--- src/rtl/spr_pkg.sv ---
package spr_pkg;
    typedef enum logic [1:0] {
        ST_ACCEPT   = 2'd0,
        ST_COMMIT   = 2'd1,
        ST_WAIT_LOW = 2'd2
    } ld_state_t;
endpackage

--- src/rtl/spr_sync.sv ---
module spr_sync #(
    parameter int W      = 3,
    parameter int STAGES = 2
) (
    input  logic         clk,
    input  logic         rst_n,
    input  logic [W-1:0] d,
    output logic [W-1:0] q
);
    logic [W-1:0] pipe [STAGES];

    always_ff @(posedge clk or negedge rst_n) begin
        if (!rst_n) begin
            for (int i = 0; i < STAGES; i++) pipe[i] <= '0;
        end else begin
            pipe[0] <= d;
            for (int i = 1; i < STAGES; i++) pipe[i] <= pipe[i-1];
        end
    end

    assign q = pipe[STAGES-1];
endmodule

--- src/rtl/spr_ctrl.sv ---
module spr_ctrl
    import spr_pkg::*;
(
    input  logic clk,
    input  logic rst_n,
    input  logic le_lvl,
    input  logic le_rise,
    output logic shift_allow,
    output logic commit
);
    ld_state_t state_q, state_d;

    always_ff @(posedge clk or negedge rst_n) begin
        if (!rst_n) state_q <= ST_ACCEPT;
        else        state_q <= state_d;
    end

    always_comb begin
        state_d = state_q;
        unique case (state_q)
            ST_ACCEPT:   if (le_rise) state_d = ST_COMMIT;
            ST_COMMIT:   state_d = le_lvl ? ST_WAIT_LOW : ST_ACCEPT;
            ST_WAIT_LOW: if (!le_lvl) state_d = ST_ACCEPT;
            default:     state_d = ST_ACCEPT;
        endcase
    end

    always_comb begin
        shift_allow = 1'b0;
        commit      = 1'b0;
        unique case (state_q)
            ST_ACCEPT:   shift_allow = !le_lvl;
            ST_COMMIT:   commit = 1'b1;
            ST_WAIT_LOW: ;
            default:     ;
        endcase
    end

    // a transfer is a single cycle, never repeated back to back
    p_commit_single_r5: assert property (@(posedge clk) disable iff (!rst_n)
        state_q == ST_COMMIT |=> state_q != ST_COMMIT);
endmodule

--- src/rtl/spr_shift.sv ---
module spr_shift #(
    parameter int W = 19
) (
    input  logic         clk,
    input  logic         rst_n,
    input  logic         shift_en,
    input  logic         din,
    output logic [W-1:0] word
);
    always_ff @(posedge clk or negedge rst_n) begin
        if (!rst_n)        word <= '0;
        else if (shift_en) word <= {word[W-2:0], din};
    end
endmodule

--- src/rtl/serial_prog_reg.sv ---
module serial_prog_reg #(
    parameter int REF_W     = 14,
    parameter int A_W       = 7,
    parameter int N_W       = 11,
    parameter int SYNC_STG  = 2,
    parameter int REF_MIN   = 3,
    parameter int REF_RESET = 3,
    parameter int N_RESET   = 3
) (
    input  logic             sys_clk,
    input  logic             rst_n,
    input  logic             ser_clk,
    input  logic             ser_data,
    input  logic             ser_load,
    output logic [REF_W-1:0] ref_div,
    output logic             mod_small,
    output logic             pd_polarity,
    output logic             mon_select,
    output logic             cp_high,
    output logic [N_W-1:0]   main_n,
    output logic [A_W-1:0]   swallow_a
);
    localparam int WORD_W = REF_W + 5;
    localparam int DIV_W  = N_W + A_W + 1;

    logic [2:0]        sync_q;
    logic              sclk_s, sdat_s, le_s;
    logic              sclk_prev, le_prev;
    logic              sclk_rise, le_rise;
    logic              shift_allow, commit;
    logic [WORD_W-1:0] word;
    logic              ref_ok;

    spr_sync #(.W(3), .STAGES(SYNC_STG)) u_sync (
        .clk(sys_clk), .rst_n(rst_n),
        .d({ser_clk, ser_data, ser_load}), .q(sync_q)
    );
    assign {sclk_s, sdat_s, le_s} = sync_q;

    always_ff @(posedge sys_clk or negedge rst_n) begin
        if (!rst_n) begin
            sclk_prev <= 1'b0;
            le_prev   <= 1'b0;
        end else begin
            sclk_prev <= sclk_s;
            le_prev   <= le_s;
        end
    end
    assign sclk_rise = sclk_s & ~sclk_prev;
    assign le_rise   = le_s & ~le_prev;

    spr_ctrl u_ctrl (
        .clk(sys_clk), .rst_n(rst_n), .le_lvl(le_s), .le_rise(le_rise),
        .shift_allow(shift_allow), .commit(commit)
    );

    spr_shift #(.W(WORD_W)) u_shift (
        .clk(sys_clk), .rst_n(rst_n), .shift_en(shift_allow & sclk_rise),
        .din(sdat_s), .word(word)
    );

    assign ref_ok = (word[REF_W:1] >= REF_W'(REF_MIN));

    always_ff @(posedge sys_clk or negedge rst_n) begin
        if (!rst_n) begin
            ref_div     <= REF_W'(REF_RESET);
            mod_small   <= 1'b0;
            pd_polarity <= 1'b0;
            mon_select  <= 1'b0;
            cp_high     <= 1'b0;
            main_n      <= N_W'(N_RESET);
            swallow_a   <= '0;
        end else if (commit) begin
            if (word[0]) begin
                if (ref_ok) begin
                    ref_div     <= word[REF_W:1];
                    mod_small   <= word[REF_W+1];
                    pd_polarity <= word[REF_W+2];
                    mon_select  <= word[REF_W+3];
                    cp_high     <= word[REF_W+4];
                end
            end else begin
                swallow_a <= word[A_W:1];
                main_n    <= word[DIV_W-1:A_W+1];
            end
        end
    end

    // the reference value never leaves its legal range
    p_ref_legal_r6: assert property (@(posedge sys_clk) disable iff (!rst_n)
        ref_div >= REF_W'(REF_MIN));
    // a single transfer never touches both sets
    p_one_target_r4: assert property (@(posedge sys_clk) disable iff (!rst_n)
        !(!$stable({ref_div, mod_small, pd_polarity, mon_select, cp_high}) &&
          !$stable({main_n, swallow_a})));
    // with the strobe high the shift register is frozen
    p_le_freezes_r5: assert property (@(posedge sys_clk) disable iff (!rst_n)
        le_s |=> $stable(word));
    // latches move only after a strobe rising edge was seen
    p_quiet_latch_r5: assert property (@(posedge sys_clk) disable iff (!rst_n)
        !le_s |=> $stable({ref_div, mod_small, pd_polarity, mon_select,
                          cp_high, main_n, swallow_a}));
endmodule

--- config.mk ---
export PLATFORM = sky130hd
export DESIGN_NAME = serial_prog_reg
export DESIGN_NICKNAME = d
export VERILOG_FILES = /design/src/rtl/spr_pkg.sv /design/src/rtl/spr_sync.sv /design/src/rtl/spr_ctrl.sv /design/src/rtl/spr_shift.sv /design/src/rtl/serial_prog_reg.sv
export SDC_FILE = /design/constraint.sdc
export NUM_CORES = 1
export LEC_CHECK = 0
export ABC_AREA = 1
export CAP_MARGIN = 0
export CORE_UTILIZATION = 52
export CTS_CLUSTER_DIAMETER = 50
export DETAILED_ROUTE_END_ITERATION = 8
export PLACE_DENSITY_LB_ADDON = 0.2
export SYNTH_ARGS = -nofsm -noshare
export SYNTH_HDL_FRONTEND = slang
export SYNTH_SLANG_ARGS = --single-unit
--- constraint.sdc ---
create_clock -name sys_clk -period 1.3 [get_ports sys_clk]
set_input_delay 0.26 -clock sys_clk [delete_from_list [all_inputs] [get_ports sys_clk]]
set_output_delay 0.26 -clock sys_clk [all_outputs]
set_load 0.005 [all_outputs]
==> impl_summary.md, run 1 <==
Run status
The flow ran to the end, but the final reports show violations. The checks that failed: DRC.

Detailed routing
In the routed design, unresolved DRC markers number 4. Summing over every cut layer, the via total after detailed routing is 1,906. After detailed routing, the met2 layer carries 2.47 mm of wire. The number of iterations in the first detailed-routing pass is 7. The count of nets left with antenna violations once routing finished came out at 0. The total routed wirelength is 5.13 mm. The highest layer touched by signal routing is met4. After the first detailed-routing iteration, the DRC count stood at 173. The average wire per standard cell is 13.3 um. The routed design uses 272 um of met3 wire. The detailed-route wire length on metal 1 is 2.27 mm. The average vias per placed instance is 4.95.

Setup path
The sort of element at the start of the critical path is a flop. The logic depth of the worst register-to-register path is 7. The worst setup path is of the reg -> reg kind. Among the stages of the critical path, the cell type that occurs most often is sky130_fd_sc_hd__nand2_1. The slowest stage cell on the critical path is sky130_fd_sc_hd__dfrtp_1. The worst setup slack for register-to-register paths is 9 ps. In this design, the stage delay of the slowest critical-path cell is 410 ps.

STA classifies the critical path endpoint as a flop. The critical path goes through inv_1, nand2_1, nor2_4, nand2_8, nand2_8, nand2_1, nand2_1. In this run the critical register-to-register path is launched from u_shift.word[4]. The endpoint identified for the worst register-to-register timing path is ref_div[4]. Data arrives at the worst endpoint at 1570 ps. The highest net fanout along the worst path is 9. The critical path required time is 1580 ps.

Global route
The total track usage is 21.7%. The via count of the first global-routing pass is 1,772. The total global routing overflow is 0. The number of antenna violations at the first check in global routing came to 0.

The wire length of the first global-routing pass is 8.11 mm. Entering global routing, the biggest net connects 66 pins.

Power and ir drop
The proportion of total power due to net switching is 31.9%. For this design the total switching power over the nets is 1.66 mW. The leakage power of the design is 1.80 nW. Of the total power, combinational logic draws 26.6%. The clock share of power is 27.6%. Cell internal power was estimated by the tool at 3.55 mW.

The total power per unit cell area is 1560 nW/um^2. The maximum VDD drop is 0.000803 V. Of the total power, registers draw 45.8%.

Timing
The number of setup violations in the final report is 0. The max-slew violation count came to 0. The final critical-path share of the clock period is 99.3%. Final hold analysis gives a worst-case slack of 350 ps. The routed design could run at a clock period as short as 1290 ps.

The clock tree skew after final layout is 5.38 ps. The transition time of the tightest slew-check pin is 334 ps. The worst slew margin relative to its limit is 77.7%. The highest clock frequency the design can meet is 775 MHz. The number of endpoints with negative hold slack in the final report is 0. Setup repair after global routing could not meet its margin everywhere.

Layout
For this run, the number of standard cells in the final layout without fillers is 385. Of the cells placed in the final design, the portion with a size suffix greater than 1 is 22.8%. The post-route cell area is 3350 um^2. The area added between synthesis and finish is 34.6%.

The layout has 329 filler cells. The number of antenna diodes in the final layout is 0. The final layout contains 333 nets. In the layout the commonest cells are sky130_fd_sc_hd__nand2_1 (73), sky130_fd_sc_hd__dfrtp_1 (61), sky130_fd_sc_hd__buf_4 (33), sky130_fd_sc_hd__dlygate4sd2_1 (32), sky130_fd_sc_hd__o21ai_0 (27). Leaving out fill and tap cells, the most frequent cell in the layout is sky130_fd_sc_hd__nand2_1.

Placement
Port buffering added 40 buffers. Counting tap cells, the placed design contains a total of 345 instances. The total cell area at the placement stage is 3020 um^2.

The final HPWL from detailed placement is 3.11 mm. The weighted congestion at the end of routability-driven global placement is 0.763.

Floorplanning
The total number of placement rows is 24. The boundary pin count is 41. The starting density of the core is 55.6%. The floorplan step defined a die boundary enclosing 5070 um^2. The floorplan step defined a core boundary enclosing 4470 um^2. The die is 71.2 um tall. Measured along the x axis, the die boundary spans 71.2 um.

Synthesis
The post-synthesis instance area is 2490 um^2. The total number of yosys warnings is 0. The count of cell types in the netlist is 24.

The synthesized netlist net count is 252. Each instance of the synthesized netlist takes up on average 10.1 um^2. The sequential-to-total area share from yosys stat is 65.6%.

In the synthesized netlist, the number of instances is 247. The synthesized design contains 65 register bits.

CTS
The H-tree was split into 3 levels. After clock tree synthesis, the clock-pin slew on the worst setup and hold paths is 70 ps. The clock passes through at most 2 buffers. Clock tree synthesis found a total of 65 sinks.

The TritonCTS clock tree is done. The total clock buffers created by CTS is 9. The buffer cell driving the clock tree root is sky130_fd_sc_hd__clkbuf_8. Clock latency on the worst-skew pair, taken at its later pin, is 340 ps.

Worst hold path
The number of cells on the worst hold path is 0. The startpoint identified for the worst hold timing path is u_sync.pipe[4]. The class of the tightest hold or removal check is reg -> reg. The worst hold path terminates at u_sync.q[1].

Flow run
The max capacitance violation total is 0.
sequential cells by signal, summed over array words and instances (netlist names):
| name | cells |
|---|---|
| u_shift.word | 19 |
| ref_div | 14 |
| main_n | 11 |
| swallow_a | 7 |
| u_sync.pipe | 3 |
| u_sync.q | 3 |
| u_ctrl.state_q | 2 |
| cp_high | 1 |
| le_prev | 1 |
| mod_small | 1 |
| mon_select | 1 |
| pd_polarity | 1 |
| sclk_prev | 1 |
layer usage:
metal | GRT usage, % | vias to the layer above
li1 | - | 951
met4 | 12.0 | 0
met2 | 31.5 | 52
met5 | 0 | -
met3 | 5.13 | 10
met1 | 30.2 | 893
cell families (layout without fill, tap and decap cells):
logic type	count (synthesis)	in the layout	share of synthesized area [%]
and+or+nand+nor	112	116	20.6
DFF	65	65	65.6
AOI/OAI and AO/OA	39	39	7.84
buffers and inverters	31	113	5.98
stage by stage:
step / TNS, ps / util [%] / worst slack, ps / power, mW
floorplan: 0 / - / 116 / 3.04
global placement: 0 / 67.6 / 40.2 / 3.51
detailed placement: 0 / 67.6 / 30.5 / 3.55
CTS: 0 / 72.2 / 3.14 / 4.97
global route: -791 / 74.9 / -56.7 / 5.48
finish: 0 / 74.9 / 9.37 / 5.21
power by group through the flow:
stage | sequential (mW) | combinational, mW | clock (mW)
after global routing | 2.41 | 1.51 | 1.55
after floorplan | 2.44 | 0.600 | 0
final | 2.38 | 1.39 | 1.44
after global placement | 2.41 | 1.10 | 0
after CTS | 2.38 | 1.10 | 1.49
after detailed placement | 2.43 | 1.12 | 0
Yosys cell counts:
| cell type | n | area [um^2] |
|---|---|---|
| sky130_fd_sc_hd__a21oi_1 | 2 | 10.0 |
| sky130_fd_sc_hd__buf_2 | 4 | 20.0 |
| sky130_fd_sc_hd__buf_4 | 2 | 15.0 |
| sky130_fd_sc_hd__buf_6 | 1 | 11.3 |
| sky130_fd_sc_hd__buf_8 | 1 | 15.0 |
| sky130_fd_sc_hd__clkbuf_1 | 1 | 3.75 |
| sky130_fd_sc_hd__clkbuf_2 | 1 | 5.00 |
| sky130_fd_sc_hd__dfrtp_1 | 61 | 1530 |
| sky130_fd_sc_hd__dfstp_2 | 4 | 105 |
| sky130_fd_sc_hd__inv_1 | 20 | 75.1 |
| sky130_fd_sc_hd__inv_2 | 1 | 3.75 |
| sky130_fd_sc_hd__nand2_1 | 74 | 278 |
| sky130_fd_sc_hd__nand2_2 | 4 | 25.0 |
| sky130_fd_sc_hd__nand2_4 | 1 | 11.3 |
| sky130_fd_sc_hd__nand2_8 | 1 | 20.0 |
| sky130_fd_sc_hd__nand3_1 | 19 | 95.1 |
| sky130_fd_sc_hd__nand3_2 | 1 | 10.0 |
| sky130_fd_sc_hd__nor2_1 | 8 | 30.0 |
| sky130_fd_sc_hd__nor2_2 | 1 | 6.26 |
| sky130_fd_sc_hd__nor2_4 | 1 | 11.3 |
| sky130_fd_sc_hd__nor2_8 | 1 | 20.0 |
| sky130_fd_sc_hd__nor4_1 | 1 | 6.26 |
| sky130_fd_sc_hd__o21ai_0 | 27 | 135 |
| sky130_fd_sc_hd__o21ai_1 | 10 | 50.1 |
critical path, delay by kind of cell, from the launching register on:
kind,cells,cell delay (ps)
flip-flops,1,410
AND/OR/NAND/NOR,6,710
buffers and inverters,1,110
worst max-delay path by stage:
stage / depth (start not counted) / end / startpoint
after CTS: 6 / ref_div[11] / u_ctrl.state_q[1]
after global routing: 7 / ref_div[4] / u_shift.word[4]
after floorplan: 7 / ref_div[11] / u_shift.word[3]
after detailed placement: 6 / ref_div[11] / u_ctrl.state_q[1]
final: 7 / ref_div[4] / u_shift.word[4]
after global placement: 1 / main_n[0] / main_n[0]
timing repair:
item,CTS,global route
hold buffers,1,0
cloned,0,4
pin swaps,0,8
resized for setup,48,7
setup endpoints to repair,36,18
buffers inserted,12,7
endpoints found under the hold margin,61,0
area by class of cell:
type / instances / area [um^2] / share of cell area, %
clock buffers: 12 / 145 / 4.33
clock inverters: 4 / 20.0 / 0.598
inverters: 21 / 78.8 / 2.35
multi-input cells: 155 / 776 / 23.2
flip-flops and latches: 65 / 1630 / 48.7
well taps: 52 / 65.1 / 1.94
repair buffers: 76 / 633 / 18.9
(Power assumes the default switching activity.)
==> run 2, diff against run 1 <==
Settings changed: MAX_ROUTING_LAYER set to met4, REMOVE_ABC_BUFFERS set to 1.
==> impl_summary.md, run 2 (synthesis gave the netlist of run 1 again) <==
Run status
The run finished, with violations left. The checks that failed: DRC.

Layout
The register name with the most flops is u_shift.word. The ratio of cells with drive above 1 in the final layout is 21.2%. The register with the most flip-flops in the layout has 19 of them. At the end of the flow, the number of nets in the layout was 327. The area added between synthesis and finish is 33.6%. The repair_antennas step left the layout with diodes totalling 0. The number of inserted filler cells in the final layout is 327. In the layout the commonest cells are sky130_fd_sc_hd__nand2_1 (73), sky130_fd_sc_hd__dfrtp_1 (61), sky130_fd_sc_hd__dlygate4sd2_1 (32), sky130_fd_sc_hd__buf_4 (29), sky130_fd_sc_hd__o21ai_0 (25). The leading cell type in the layout, fill and taps excluded is sky130_fd_sc_hd__nand2_1. The largest registers in the layout are u_shift.word (19), ref_div (14), main_n (11).

Setup path
The maximum cell stage delay along the critical path is 400 ps. The highest net fanout along the worst path is 2. Data on the critical path is required at its endpoint by 1040 ps. The signal on the critical path passes through dlygate4sd2_1. The arrival time of the worst setup path is 1000 ps.

The sort of element at the start of the critical path is a flop. On the critical path, the stage with the largest delay is an instance of sky130_fd_sc_hd__dfrtp_1. The critical path's top delay family is flip-flops. By startpoint and endpoint, the worst setup path is classified as reg -> out.

STA classifies the critical path endpoint as an output port. Together, buffers and inverters on the worst path number 1.

Timing
Setup repair after global routing could not meet its margin everywhere. The clock tree skew after final layout is 8.03 ps. For the finished layout, the period the worst path requires is 1260 ps. The worst slew margin relative to its limit is 77.5%. The final critical-path share of the clock period is 96.7%.

The max-slew violation count is 0. The number of setup violations in the final report is 0. Timing would allow up to 795 MHz. The number of endpoints with negative hold slack in the final report is 0. In the final timing run, aggregate negative setup slack is 0 ps. The transition time of the tightest slew-check pin is 337 ps.

CTS
Clock tree synthesis inserted a total of 9 buffers. The H-tree level count is 3. The clock insertion delay at the later pin of the skew report is 330 ps.

The clock slew at the register clock pins of the worst setup and hold paths is 70 ps. The longest clock path from root to sink contains 2 buffers. The tree is rooted in a sky130_fd_sc_hd__clkbuf_8. The clock sink count is 65. TritonCTS built the clock tree.

Power and ir drop
The total power per unit cell area is 1570 nW/um^2. After layout, the design draws a total of 5.24 mW. The leakage power of the design is 1.77 nW. The maximum VDD drop is 0.00111 V.

Floorplanning
The core area is 4470 um^2. The floorplan step defined a die boundary enclosing 5070 um^2. The total number of placement rows is 24. The horizontal die dimension is 71.2 um. 41 I/O pins were placed. Once the floorplan was initialized, standard cells occupied 55.6% of the core. The die is 71.2 um tall.

Global route
Entering global routing, the biggest net connects 66 pins. The total track usage is 23.4%. Summed over all layers, the global routing overflow is 0.

The number of antenna violations at the first check in global routing is 0. The first global-routing pass estimated 8.50 mm of wire. The via count of the first global-routing pass was 1,844.

Detailed routing
The first TritonRoute pass finished after 7 iterations. The DRC violation count after routing is 4. The count of nets left with antenna violations once routing finished came out at 0. In the final routed layout, each cell accounts on average for 13.4 um. The detailed router's first-iteration violation count is 146. The routed via count is 1,890.

The average vias per placed instance is 5.00. After detailed routing, the total wire length is 5.08 mm.

Placement
The number of port buffers is 40. Detailed placement finished with a half-perimeter wire length of 3.12 mm. The weighted congestion at the end of routability-driven global placement is 0.764.

Flow run
The max capacitance violation total is 0.

Worst hold path
The class of the tightest hold or removal check is reg -> reg.
run 2: area by class of cell:
cell class / instances / area [um^2] / area share [%]
clock buffers: 11 / 131 / 3.95
flip-flops and latches: 65 / 1630 / 49.1
well taps: 52 / 65.1 / 1.96
inverters: 21 / 78.8 / 2.37
clock inverters: 4 / 45.0 / 1.35
repair buffers: 73 / 623 / 18.7
multi-input cells: 152 / 749 / 22.5
run 2: metrics by stage:
| stage | cell area [um^2] | hold slack [ps] | setup slack [ps] | util (%) | cells |
|---|---|---|---|---|---|
| after detailed placement | 3030 | 300 | -33.7 | 67.8 | 348 |
| after CTS | 3310 | 351 | -2.87 | 74.0 | 378 |
| final | 3320 | 349 | 42.8 | 74.3 | 378 |
| after global placement | 3030 | 298 | 31.3 | 67.8 | 348 |
| after global routing | 3320 | 354 | -38.7 | 74.3 | 378 |
| after floorplan | 2420 | -35.6 | -222 | - | 237 |
run 2: repair_timing:
action	in CTS	in global routing
gates cloned	1	0
setup buffers	13	0
hold buffers	1	0
pin swaps	2	0
setup endpoints to repair	54	20
resized for setup	50	6
hold endpoints to repair	61	0
run 2: power breakdown:
part	leakage, nW	internal (mW)	switching [mW]
Sequential	0.862	2.26	0.123
Combinational	0.810	0.508	0.760
Clock	0.0929	0.866	0.714
Total	1.77	3.64	1.60
run 2: final timing paths:
check / from / to / slack, ps / cells after the start
worst min register to register: u_sync.pipe[3] / u_sync.q[0] / 350 / 0
worst max-delay path: ref_div[5] / ref_div[5] / 40 / 1
min in group asynchronous: rst_n / main_n[10] / 480 / 3
worst max register to register: u_shift.word[9] / ref_div[3] / 50 / 7
worst min-delay path: u_sync.pipe[3] / u_sync.q[0] / 350 / 0
max in group asynchronous: rst_n / main_n[0] / 520 / 3
run 2: routing by layer:
metal	routed length (um)	global-route usage, %	share of wire (%)	vias to the layer above
met5	0	-	0	-
met4	93	11.3	1.8	0
met3	166	4.27	3.3	9
met2	2490	36.2	49	39
li1	-	-	-	936
met1	2330	30.0	46	906
